## config.mk

```make
export PLATFORM = sky130hd
export DESIGN_NAME = supsh_top
export DESIGN_NICKNAME = d
export VERILOG_FILES = /design/src/rtl/supsh_pkg.sv /design/src/rtl/supsh_counter.sv /design/src/rtl/supsh_shadow.sv /design/src/rtl/supsh_event.sv /design/src/rtl/supsh_top.sv
export SDC_FILE = /design/constraint.sdc
export NUM_CORES = 1
export LEC_CHECK = 0
export ABC_AREA = 0
export BUFFER_PORTS_ARGS = -buffer_cell sky130_fd_sc_hd__clkbuf_2
export CAP_MARGIN = 20
export CORE_MARGIN = 2
export CORE_UTILIZATION = 35
export DETAILED_ROUTE_END_ITERATION = 10
export GPL_ROUTABILITY_DRIVEN = 0
export GPL_TIMING_DRIVEN = 0
export PLACE_DENSITY_LB_ADDON = 0.3
export SYNTH_ARGS = -nofsm -noshare
export SYNTH_HDL_FRONTEND = slang
export SYNTH_SLANG_ARGS = --single-unit
```

## constraint.sdc

```tcl
create_clock -name clk -period 4.6 [get_ports clk]
set_clock_uncertainty 0.1 [all_clocks]
set_input_delay 1.38 -clock clk [delete_from_list [all_inputs] [get_ports clk]]
set_output_delay 1.38 -clock clk [all_outputs]
set_load 0.1 [all_outputs]
```

## src/rtl/supsh_pkg.sv

```systemverilog
package supsh_pkg;

   // Update mode encoding; two of the four codes use period-based update.
   typedef enum logic [1:0] {
      UPM_SOFT   = 2'd0,
      UPM_SEMI   = 2'd1,
      UPM_TIMED  = 2'd2,
      UPM_RSVD   = 2'd3
   } upd_mode_e;

   function automatic logic xfer_allowed(input upd_mode_e mode, input logic sync_present);
      return sync_present && ((mode == UPM_SEMI) || (mode == UPM_TIMED));
   endfunction

endpackage

```

## src/rtl/supsh_counter.sv

```systemverilog
module supsh_counter #(
   parameter int W = 4
) (
   input  logic         clk,
   input  logic         rst_n,
   input  logic         tick_i,
   input  logic [W-1:0] limit_i,
   output logic [W-1:0] count_o,
   output logic         hit_o
);

   localparam logic [W-1:0] ONE = W'(1);

   logic [W-1:0] cnt_q;
   logic         at_limit;

   assign at_limit = (cnt_q == limit_i);
   assign hit_o    = tick_i && at_limit;
   assign count_o  = cnt_q;

   always_ff @(posedge clk or negedge rst_n) begin
      if (!rst_n)
         cnt_q <= '0;
      else if (tick_i)
         cnt_q <= at_limit ? '0 : cnt_q + ONE;
   end

   AST_CNT_WITHIN_LIMIT: assert property (@(posedge clk) disable iff (!rst_n)
      cnt_q <= limit_i);

   AST_CNT_STEP: assert property (@(posedge clk) disable iff (!rst_n)
      (tick_i && !at_limit) |=> (cnt_q == $past(cnt_q) + ONE));

   AST_CNT_HOLD: assert property (@(posedge clk) disable iff (!rst_n)
      !tick_i |=> $stable(cnt_q));

endmodule

```

## src/rtl/supsh_shadow.sv

```systemverilog
module supsh_shadow #(
   parameter int W = 4
) (
   input  logic         clk,
   input  logic         rst_n,
   input  logic         wr_en_i,
   input  logic [W-1:0] wr_data_i,
   input  logic         take_i,
   output logic [W-1:0] shadow_o,
   output logic         pending_o
);

   logic [W-1:0] shd_q;
   logic         pend_q;

   assign shadow_o  = shd_q;
   assign pending_o = pend_q;

   always_ff @(posedge clk or negedge rst_n) begin
      if (!rst_n) begin
         shd_q  <= '0;
         pend_q <= 1'b0;
      end else begin
         if (wr_en_i)
            shd_q <= wr_data_i;
         if (wr_en_i)
            pend_q <= 1'b1;
         else if (take_i)
            pend_q <= 1'b0;
      end
   end

   AST_WRITE_PENDS: assert property (@(posedge clk) disable iff (!rst_n)
      wr_en_i |=> pend_q);

   AST_TAKE_CLEARS: assert property (@(posedge clk) disable iff (!rst_n)
      (take_i && !wr_en_i) |=> !pend_q);

endmodule

```

## src/rtl/supsh_event.sv

```systemverilog
module supsh_event #(
   parameter bit REG_OUT = 1'b1
) (
   input  logic clk,
   input  logic rst_n,
   input  logic hit_i,
   output logic event_o
);

   generate
      if (REG_OUT) begin : g_reg
         logic evt_q;
         always_ff @(posedge clk or negedge rst_n) begin
            if (!rst_n) evt_q <= 1'b0;
            else        evt_q <= hit_i;
         end
         assign event_o = evt_q;

         AST_EVENT_FOLLOWS_HIT: assert property (@(posedge clk) disable iff (!rst_n)
            hit_i |=> event_o);
         AST_EVENT_NEEDS_HIT: assert property (@(posedge clk) disable iff (!rst_n)
            !hit_i |=> !event_o);
      end else begin : g_comb
         assign event_o = hit_i;
      end
   endgenerate

endmodule

```

## src/rtl/supsh_top.sv

```systemverilog
module supsh_top
   import supsh_pkg::*;
#(
   parameter int PER_W     = 4,
   parameter bit EVENT_REG = 1'b1
) (
   input  logic             clk,
   input  logic             rst_n,
   input  logic             period_end_i,
   input  logic [1:0]       upd_mode_i,
   input  logic             sync_present_i,
   input  logic             wr_en_i,
   input  logic [PER_W-1:0] wr_data_i,
   output logic [PER_W-1:0] active_period_o,
   output logic [PER_W-1:0] upd_count_o,
   output logic             upd_event_o
);

   generate
      if (PER_W < 1 || PER_W > 16) begin : g_bad_width
         $error("supsh_top: PER_W must lie in 1..16");
      end
   endgenerate

   logic [PER_W-1:0] act_q;
   logic [PER_W-1:0] shadow;
   logic             pending;
   logic             hit;
   logic             allowed;
   logic             xfer;

   assign allowed = xfer_allowed(upd_mode_e'(upd_mode_i), sync_present_i);
   assign xfer    = hit && allowed && pending;

   supsh_counter #(.W(PER_W)) u_cnt (
      .clk     (clk),
      .rst_n   (rst_n),
      .tick_i  (period_end_i),
      .limit_i (act_q),
      .count_o (upd_count_o),
      .hit_o   (hit)
   );

   supsh_shadow #(.W(PER_W)) u_shd (
      .clk       (clk),
      .rst_n     (rst_n),
      .wr_en_i   (wr_en_i),
      .wr_data_i (wr_data_i),
      .take_i    (xfer),
      .shadow_o  (shadow),
      .pending_o (pending)
   );

   supsh_event #(.REG_OUT(EVENT_REG)) u_evt (
      .clk     (clk),
      .rst_n   (rst_n),
      .hit_i   (hit),
      .event_o (upd_event_o)
   );

   always_ff @(posedge clk or negedge rst_n) begin
      if (!rst_n)
         act_q <= '0;
      else if (xfer)
         act_q <= shadow;
   end

   assign active_period_o = act_q;

   AST_ACTIVE_HELD: assert property (@(posedge clk) disable iff (!rst_n)
      !(hit && allowed && pending) |=> $stable(active_period_o));

   AST_GATED_OFF: assert property (@(posedge clk) disable iff (!rst_n)
      !allowed |=> $stable(active_period_o));

   AST_XFER_WRAPS: assert property (@(posedge clk) disable iff (!rst_n)
      xfer |=> (upd_count_o == '0));

   AST_XFER_VALUE: assert property (@(posedge clk) disable iff (!rst_n)
      xfer |=> (active_period_o == $past(shadow)));

endmodule

```

==> qor.yml, run 1 <==
run_status:
  status: "finished, final reports clean"
routing:
  ant_nets: 0
  vias_per_cell: 4.516
  vias: 429
  first_pass_iters: 1
  drt_iter0_drc: 0
  drc: 0
  wirelength_um: 1063
  avgRoutedWirePerCell_um: 11.19
logic_synthesis:
  ys_types: 20
  synth_top_cell_by_area: "dfrtp_1"
  syn_area_per_cell_sq_um: 13.87
  ys_ff_latch: 14
  synth_top_area_share_pct: 53.74
  yosys-top-cells-area: "dfrtp_1, mux2_4, mux2_2, xor2_1, nor4_4"
  syn_nets: 59
  yosys_warnings: 0
  synth-seq-area-share_pct: 53.74
  synthesis.area_sq_um: 651.9
  synthCells: 47
cells_and_area:
  multi_input_area_sq_um: 294.0
  mostFrequentLayoutCells: "clkbuf_2, dfrtp_1, xor2_1"
  syn2layout_area_growth_pct: 24.95
  layout_commonest_cell: "clkbuf_2"
  seqCellArea_sq_um: 350.3
  nets: 83
  fill_cells: 172
  insertedDiodeCount: 0
  drive_above_1_share_pct: 47.14
timing:
  fin_setup_tns_ns: 0
  hold_viol_final: 0
  rsz0062_at_grt: "no"
  final_max_slew_viol_count: 0
  fin_crit_sh_pct: 58.76
  period_minus_slack_ns: 2.703
  fin_ws_ns: 1.897
  worstMarginPinSlew_ns: 0.5395
  max_freq_mhz: 369.9
  setup_viol: 0
  max-slew-margin-rel_pct: 64.19
setup_path:
  cp-start-kind: "register"
  crit_required_ns: 3.12
  worst-path-buf-inv: 1
  endpoint_kind: "output port"
  critical-path-max-stage-delay_ns: 0.50
  path_class: "reg -> out"
  crit_chain: "clkbuf_2"
  cp_slowest_cell: "clkbuf_2"
  critPathTopFamily: "buffers and inverters"
  cp_max_fo: 5
  cp.arrival_ns: 1.22
die:
  io_pins: 20
  die-area_sq_mm: 0.002224
  core-area_sq_mm: 0.001745
  start_util_pct: 37.35
  die_y_um: 47.16
  die_width_um: 47.16
  rows: 15
grt:
  met2_usage_pct: 16.44
  grt_usage_pct: 11.36
  grt_pass1_vias: 364
  grtUsageMet3_pct: 5.769
  antenna_found_initial: 0
  gr-max-usage-layer: "met2"
  grt_max_degree: 15
  grt_pass1_wl_um: 1656
  grt_overflow_total: 0
  grt_use_met1_pct: 14.98
power_and_ir_drop:
  p_per_area_mw_per_mm2: 648.5
  power.total_w: 0.0005282
  peakVddDrop_mv: 0.3028
  p_leak_nw: 0.4088
clock_tree:
  cts.sinks: 14
  cts_made_buffers: 3
  root_buffer: "clkbuf_4"
  cts_buffer_depth: 2
  cts_setup_buffers: 0
  clk_pin_slew_ns: 0.09
  cts_resized: 0
  tritoncts: "yes"
  insertion_delay_ns: 0.27
  h-tree-depth: 1
  ctsHoldBuffers: 0
placed_design:
  place_ws_ns: 2.064
  hpwl_um: 831.3
  io_buffers: 19
flow_run:
  max_cap_viol_count: 0
hold_path:
  worstHoldPathType: "reg -> reg"
where the power goes:
part	total, W	switching [W]	internal, W
sequential	0.000178	0.0000304	0.000148
combinational	0.000263	0.000206	0.0000574
clock	0.0000867	0.0000386	0.0000481
total	0.000528	0.000275	0.000253
final timing paths:
check | startpoint | endpoint | slack, ns | cells past startpoint
min in group asynchronous | rst_n | active_period_o[0] | 0.89 | 1
max in group asynchronous | rst_n | active_period_o[2] | 3.25 | 1
worst min-delay path | u_shd.shadow_o[1] | active_period_o[1] | 0.41 | 1
worst min register to register | u_shd.shadow_o[1] | active_period_o[1] | 0.41 | 1
worst max register to register | u_cnt.count_o[0] | active_period_o[3] | 2.74 | 4
worst max-delay path | u_cnt.count_o[0] | upd_count_o[0] | 1.90 | 1
synthesized netlist by cell type (all sizes together):
master / instances
xor2: 5
o22ai: 2
ha: 1
mux2: 8
mux2i: 1
and3: 1
a21o: 1
inv: 2
o21ai: 1
nor4: 1
and2: 1
nand2: 2
dfrtp: 14
nand2b: 2
nand3: 2
a21oi: 1
o2bb2ai: 1
nor3b: 1
final cells by class:
class / instances / share of cell area [%]
clock buffers: 4 / 4.455
inverters: 2 / 0.9217
multi-input cells: 31 / 36.10
flip-flops and latches: 14 / 43.01
well taps: 25 / 3.840
repair buffers: 19 / 11.67
logic make-up (layout without fill, tap and decap cells):
kind of cell	after synthesis	after routing	share of synthesized area [%]
and+or+nand+nor	10	10	12.86
AOI/OAI and AO/OA	6	6	5.949
adders and majority gates	1	1	1.919
xor gates and xnor gates	5	5	6.718
buffers and inverters	2	25	1.152
DFF	14	14	53.74
muxes	9	9	17.66
layer usage:
metal  vias to the layer above  wire length, um
met2                        14              485
met4                         0                0
met5                         -                0
met3                         0               79
met1                       203              498
li1                        212                -
metrics by stage:
| step | instance area [sq um] | utilization (%) | std cells | hold WS (ns) |
|---|---|---|---|---|
| after floorplan | 651.9 | - | 47 | 0.3779 |
| after global placement | 778.2 | 44.59 | 91 | 0.3889 |
| after detailed placement | 778.2 | 44.59 | 91 | 0.3929 |
| after CTS | 814.5 | 46.67 | 95 | 0.4147 |
| after global routing | 814.5 | 46.67 | 95 | 0.4360 |
| final | 814.5 | 46.67 | 95 | 0.4130 |
registers in the layout (all words and copies together) (netlist names):
signal and flops:
u_shd.pending_o 1, active_period_o 4, u_shd.shadow_o 4, u_cnt.count_o 4, u_evt.event_o 1
No activity file was read; power rests on OpenSTA's default activity.
==> run 2: changes to the inputs <==
Clock period 4.6 ns to 2.3 ns, I/O delays scaled along.
==> qor.yml, run 2 (same netlist as run 1, synthesis figures left out) <==
grt:
  grt_max_degree: 15
  antenna_found_initial: 0
  grt_usage_pct: 12.71
  grt_overflow_total: 0
  grt_pass1_vias: 420
  grt_pass1_wl_um: 1842
die:
  rows: 15
  start_util_pct: 37.35
  die_width_um: 47.16
  core-area_sq_mm: 0.001745
  die-area_sq_mm: 0.002224
  die_y_um: 47.16
  io_pins: 20
timing:
  final_max_slew_viol_count: 0
  hold_viol_final: 0
  fin_ws_ns: 0.3020
  worstMarginPinSlew_ns: 0.5450
  rsz0062_at_grt: "no"
  max-slew-margin-rel_pct: 63.82
  setup_viol: 0
  fin_crit_sh_pct: 86.87
  max_freq_mhz: 500.5
  period_minus_slack_ns: 1.998
  fin_setup_tns_ns: 0
clock_tree:
  insertion_delay_ns: 0.28
  cts_setup_buffers: 0
  ctsHoldBuffers: 0
  cts_resized: 0
  h-tree-depth: 1
  cts.sinks: 14
  cts_made_buffers: 3
  cts_buffer_depth: 2
  tritoncts: "yes"
  root_buffer: "clkbuf_4"
  clk_pin_slew_ns: 0.09
cells_and_area:
  final_area_sq_um: 818.3
  nets: 83
  insertedDiodeCount: 0
  drive_above_1_share_pct: 51.43
  mostFrequentLayoutCells: "clkbuf_2, dfrtp_1, xor2_1"
  syn2layout_area_growth_pct: 25.53
  finish.utilization_pct: 46.88
  layout_commonest_cell: "clkbuf_2"
routing:
  drt_iter0_drc: 1
  first_pass_iters: 2
  wirelength_um: 1055
  ant_nets: 0
  vias_per_cell: 4.705
  avgRoutedWirePerCell_um: 11.11
  vias: 447
  drc: 0
setup_path:
  crit_chain: "clkbuf_2"
  cp_max_fo: 5
  cp.arrival_ns: 1.21
  crit_required_ns: 1.51
  path_class: "reg -> out"
  worst-path-buf-inv: 1
  cp_slowest_cell: "clkbuf_2"
  critical-path-max-stage-delay_ns: 0.49
  endpoint_kind: "output port"
  critPathTopFamily: "buffers and inverters"
  cp-start-kind: "register"
placed_design:
  place_ws_ns: 0.4798
  hpwl_um: 834.7
  io_buffers: 19
  placed_cell_area_sq_um: 782.0
run_status:
  status: "finished, final reports clean"
power_and_ir_drop:
  peakVddDrop_mv: 0.7255
  p_leak_nw: 0.4051
  p_per_area_mw_per_mm2: 1301
flow_run:
  max_cap_viol_count: 0
hold_path:
  worstHoldPathType: "in -> async"
## run 2: path summary, 6_finish.rpt
| check | slack (ns) | from | depth (start not counted) | to |
|---|---|---|---|---|
| min in group clk | 0.40 | u_shd.shadow_o[3] | 1 | active_period_o[3] |
| max in group asynchronous | 1.63 | rst_n | 1 | active_period_o[0] |
| hold / removal | 0.19 | rst_n | 1 | u_cnt.count_o[2] |
| hold reg to reg | 0.40 | u_shd.shadow_o[3] | 1 | active_period_o[3] |
| setup reg to reg | 0.46 | u_cnt.count_o[0] | 4 | active_period_o[0] |
| setup / recovery | 0.30 | u_cnt.count_o[2] | 1 | upd_count_o[2] |
## run 2: power breakdown
part	total [W]	switching (W)	internal (W)
combinational	0.000528	0.000413	0.000115
clock	0.000177	0.0000808	0.0000963
sequential	0.000359	0.0000602	0.000299
## run 2: area by class of cell
class | count | area (sq um)
tap | 25 | 31.28
inverter | 2 | 7.507
timing repair buffer | 19 | 95.09
multi-input combinational | 31 | 294.0
sequential | 14 | 354.1
clock buffer | 4 | 36.28
fill | 167 | 927.1
## run 2: layer usage
layer	track usage, %	vias to the layer above	share of wire, %
met5	0	-	0
met4	5.000	0	0.76
met3	6.923	2	6.7
met2	18.63	15	47
met1	15.70	215	45
li1	-	215	-
## run 2: stage by stage
step                      hold slack [ns]  power [W]  cells
after CTS                          0.1920   0.001080     95
after global routing               0.1916   0.001129     95
after global placement             0.3878  0.0008898     91
final                              0.1905   0.001064     95
after detailed placement           0.3932  0.0008988     91
after floorplan                    0.2944  0.0008082     47
==> run 3: changes to the inputs <==
Settings changed: PLACE_DENSITY_LB_ADDON 0.3 to unset.
==> qor.yml, run 3 (same netlist as run 1, synthesis figures left out) <==
clock_tree:
  ctsHoldBuffers: 0
  cts_made_buffers: 3
  cts_buffer_depth: 2
  cts.sinks: 14
  tritoncts: "yes"
  root_buffer: "clkbuf_4"
  cts_setup_buffers: 0
  clk_pin_slew_ns: 0.09
  insertion_delay_ns: 0.28
  h-tree-depth: 1
  cts_resized: 0
setup_path:
  critPathTopFamily: "buffers and inverters"
  crit_chain: "clkbuf_2"
  critical-path-max-stage-delay_ns: 0.49
  rr_endpoint: "active_period_o[3]"
  cp_slowest_cell: "clkbuf_2"
  regToRegSetupSlack_ns: 0.46
  cp_max_fo: 5
  r2r_cells: 4
  endpoint_kind: "output port"
  cp-start-kind: "register"
  cp.arrival_ns: 1.20
  r2r-start: "u_cnt.count_o[0]"
  worst-path-buf-inv: 1
  path_class: "reg -> out"
  crit_required_ns: 1.51
cells_and_area:
  nets: 83
  layout_commonest_cell: "clkbuf_2"
  mostFrequentLayoutCells: "clkbuf_2, dfrtp_1, xor2_1"
  drive_above_1_share_pct: 51.43
  syn2layout_area_growth_pct: 25.53
  insertedDiodeCount: 0
die:
  start_util_pct: 37.35
  core-area_sq_mm: 0.001745
  rows: 15
  die_y_um: 47.16
  die-area_sq_mm: 0.002224
  io_pins: 20
  die_width_um: 47.16
power_and_ir_drop:
  power.total_w: 0.001066
  p_leak_nw: 0.4051
  clock_power_share_pct: 16.6
  power_frac_seq_pct: 33.8
  peakVddDrop_mv: 0.6661
  p_comb_share_pct: 49.6
  p_sw_share_pct: 52.07
  power_switching_w: 0.0005550
  p_int_w: 0.0005108
  p_per_area_mw_per_mm2: 1303
grt:
  grt_pass1_wl_um: 1642
  grt_overflow_total: 0
  grt_pass1_vias: 357
  antenna_found_initial: 0
  grt_usage_pct: 11.49
  grt_max_degree: 15
timing:
  worstMarginPinSlew_ns: 0.5431
  rsz0062_at_grt: "no"
  fin_ws_ns: 0.3097
  period_minus_slack_ns: 1.990
  setup_viol: 0
  holdWs_ns: 0.2064
  max_freq_mhz: 502.4
  final_max_slew_viol_count: 0
  max-slew-margin-rel_pct: 63.95
  fin_crit_sh_pct: 86.54
  hold_viol_final: 0
  fin_setup_tns_ns: 0
run_status:
  status: "finished, final reports clean"
routing:
  drt_iter0_drc: 1
  avgRoutedWirePerCell_um: 11.58
  drc: 0
  vias_per_cell: 4.526
  wirelength_um: 1100
  first_pass_iters: 2
  vias: 430
  ant_nets: 0
placed_design:
  io_buffers: 19
  place_ws_ns: 0.4408
hold_path:
  worstHoldPathType: "in -> async"
flow_run:
  max_cap_viol_count: 0
-- run 3: routing by layer --
| layer | global-route usage (%) | part of all wire (%) |
|---|---|---|
| met5 | 0 | 0 |
| met2 | 15.34 | 45 |
| met3 | 6.923 | 7.0 |
| met4 | 5.000 | 1.1 |
| met1 | 14.87 | 47 |
-- run 3: worst max-delay path by stage --
stage / startpoint / endpoint / slack, ns / depth (start not counted)
2_1_floorplan: active_period_o[1] / active_period_o[0] / 0.02 / 4
3_3_place_gp: u_cnt.count_o[0] / active_period_o[0] / 0.47 / 4
3_5_place_dp: u_cnt.count_o[0] / active_period_o[1] / 0.44 / 4
4_1_cts: u_cnt.count_o[2] / upd_count_o[2] / 0.30 / 1
5_1_grt: u_cnt.count_o[2] / upd_count_o[2] / 0.24 / 1
6_report: u_cnt.count_o[2] / upd_count_o[2] / 0.31 / 1
-- run 3: stage by stage --
step | cell area [sq um] | utilization (%) | instances
after floorplan | 655.6 | - | 47
after CTS | 818.3 | 46.88 | 95
final | 818.3 | 46.88 | 95
after global placement | 782.0 | 44.80 | 91
after global routing | 818.3 | 46.88 | 95
after detailed placement | 782.0 | 44.80 | 91
-- run 3: layout make-up --
| cell class | count | area [sq um] |
|---|---|---|
| inverters | 2 | 7.507 |
| clock buffers | 4 | 36.28 |
| flip-flops and latches | 14 | 354.1 |
| repair buffers | 19 | 95.09 |
| well taps | 25 | 31.28 |
| multi-input cells | 31 | 294.0 |
| fillers | 168 | 927.1 |
-- run 3: power groups by stage --
| stage | logic, W | registers [W] | clock network (W) |
|---|---|---|---|
| 2_1_floorplan | 0.000144 | 0.000664 | 0 |
| 3_3_place_gp | 0.000526 | 0.000364 | 0 |
| 3_5_place_dp | 0.000532 | 0.000366 | 0 |
| 4_1_cts | 0.000533 | 0.000360 | 0.000185 |
| 5_1_grt | 0.000559 | 0.000367 | 0.000198 |
| 6_report | 0.000529 | 0.000360 | 0.000177 |
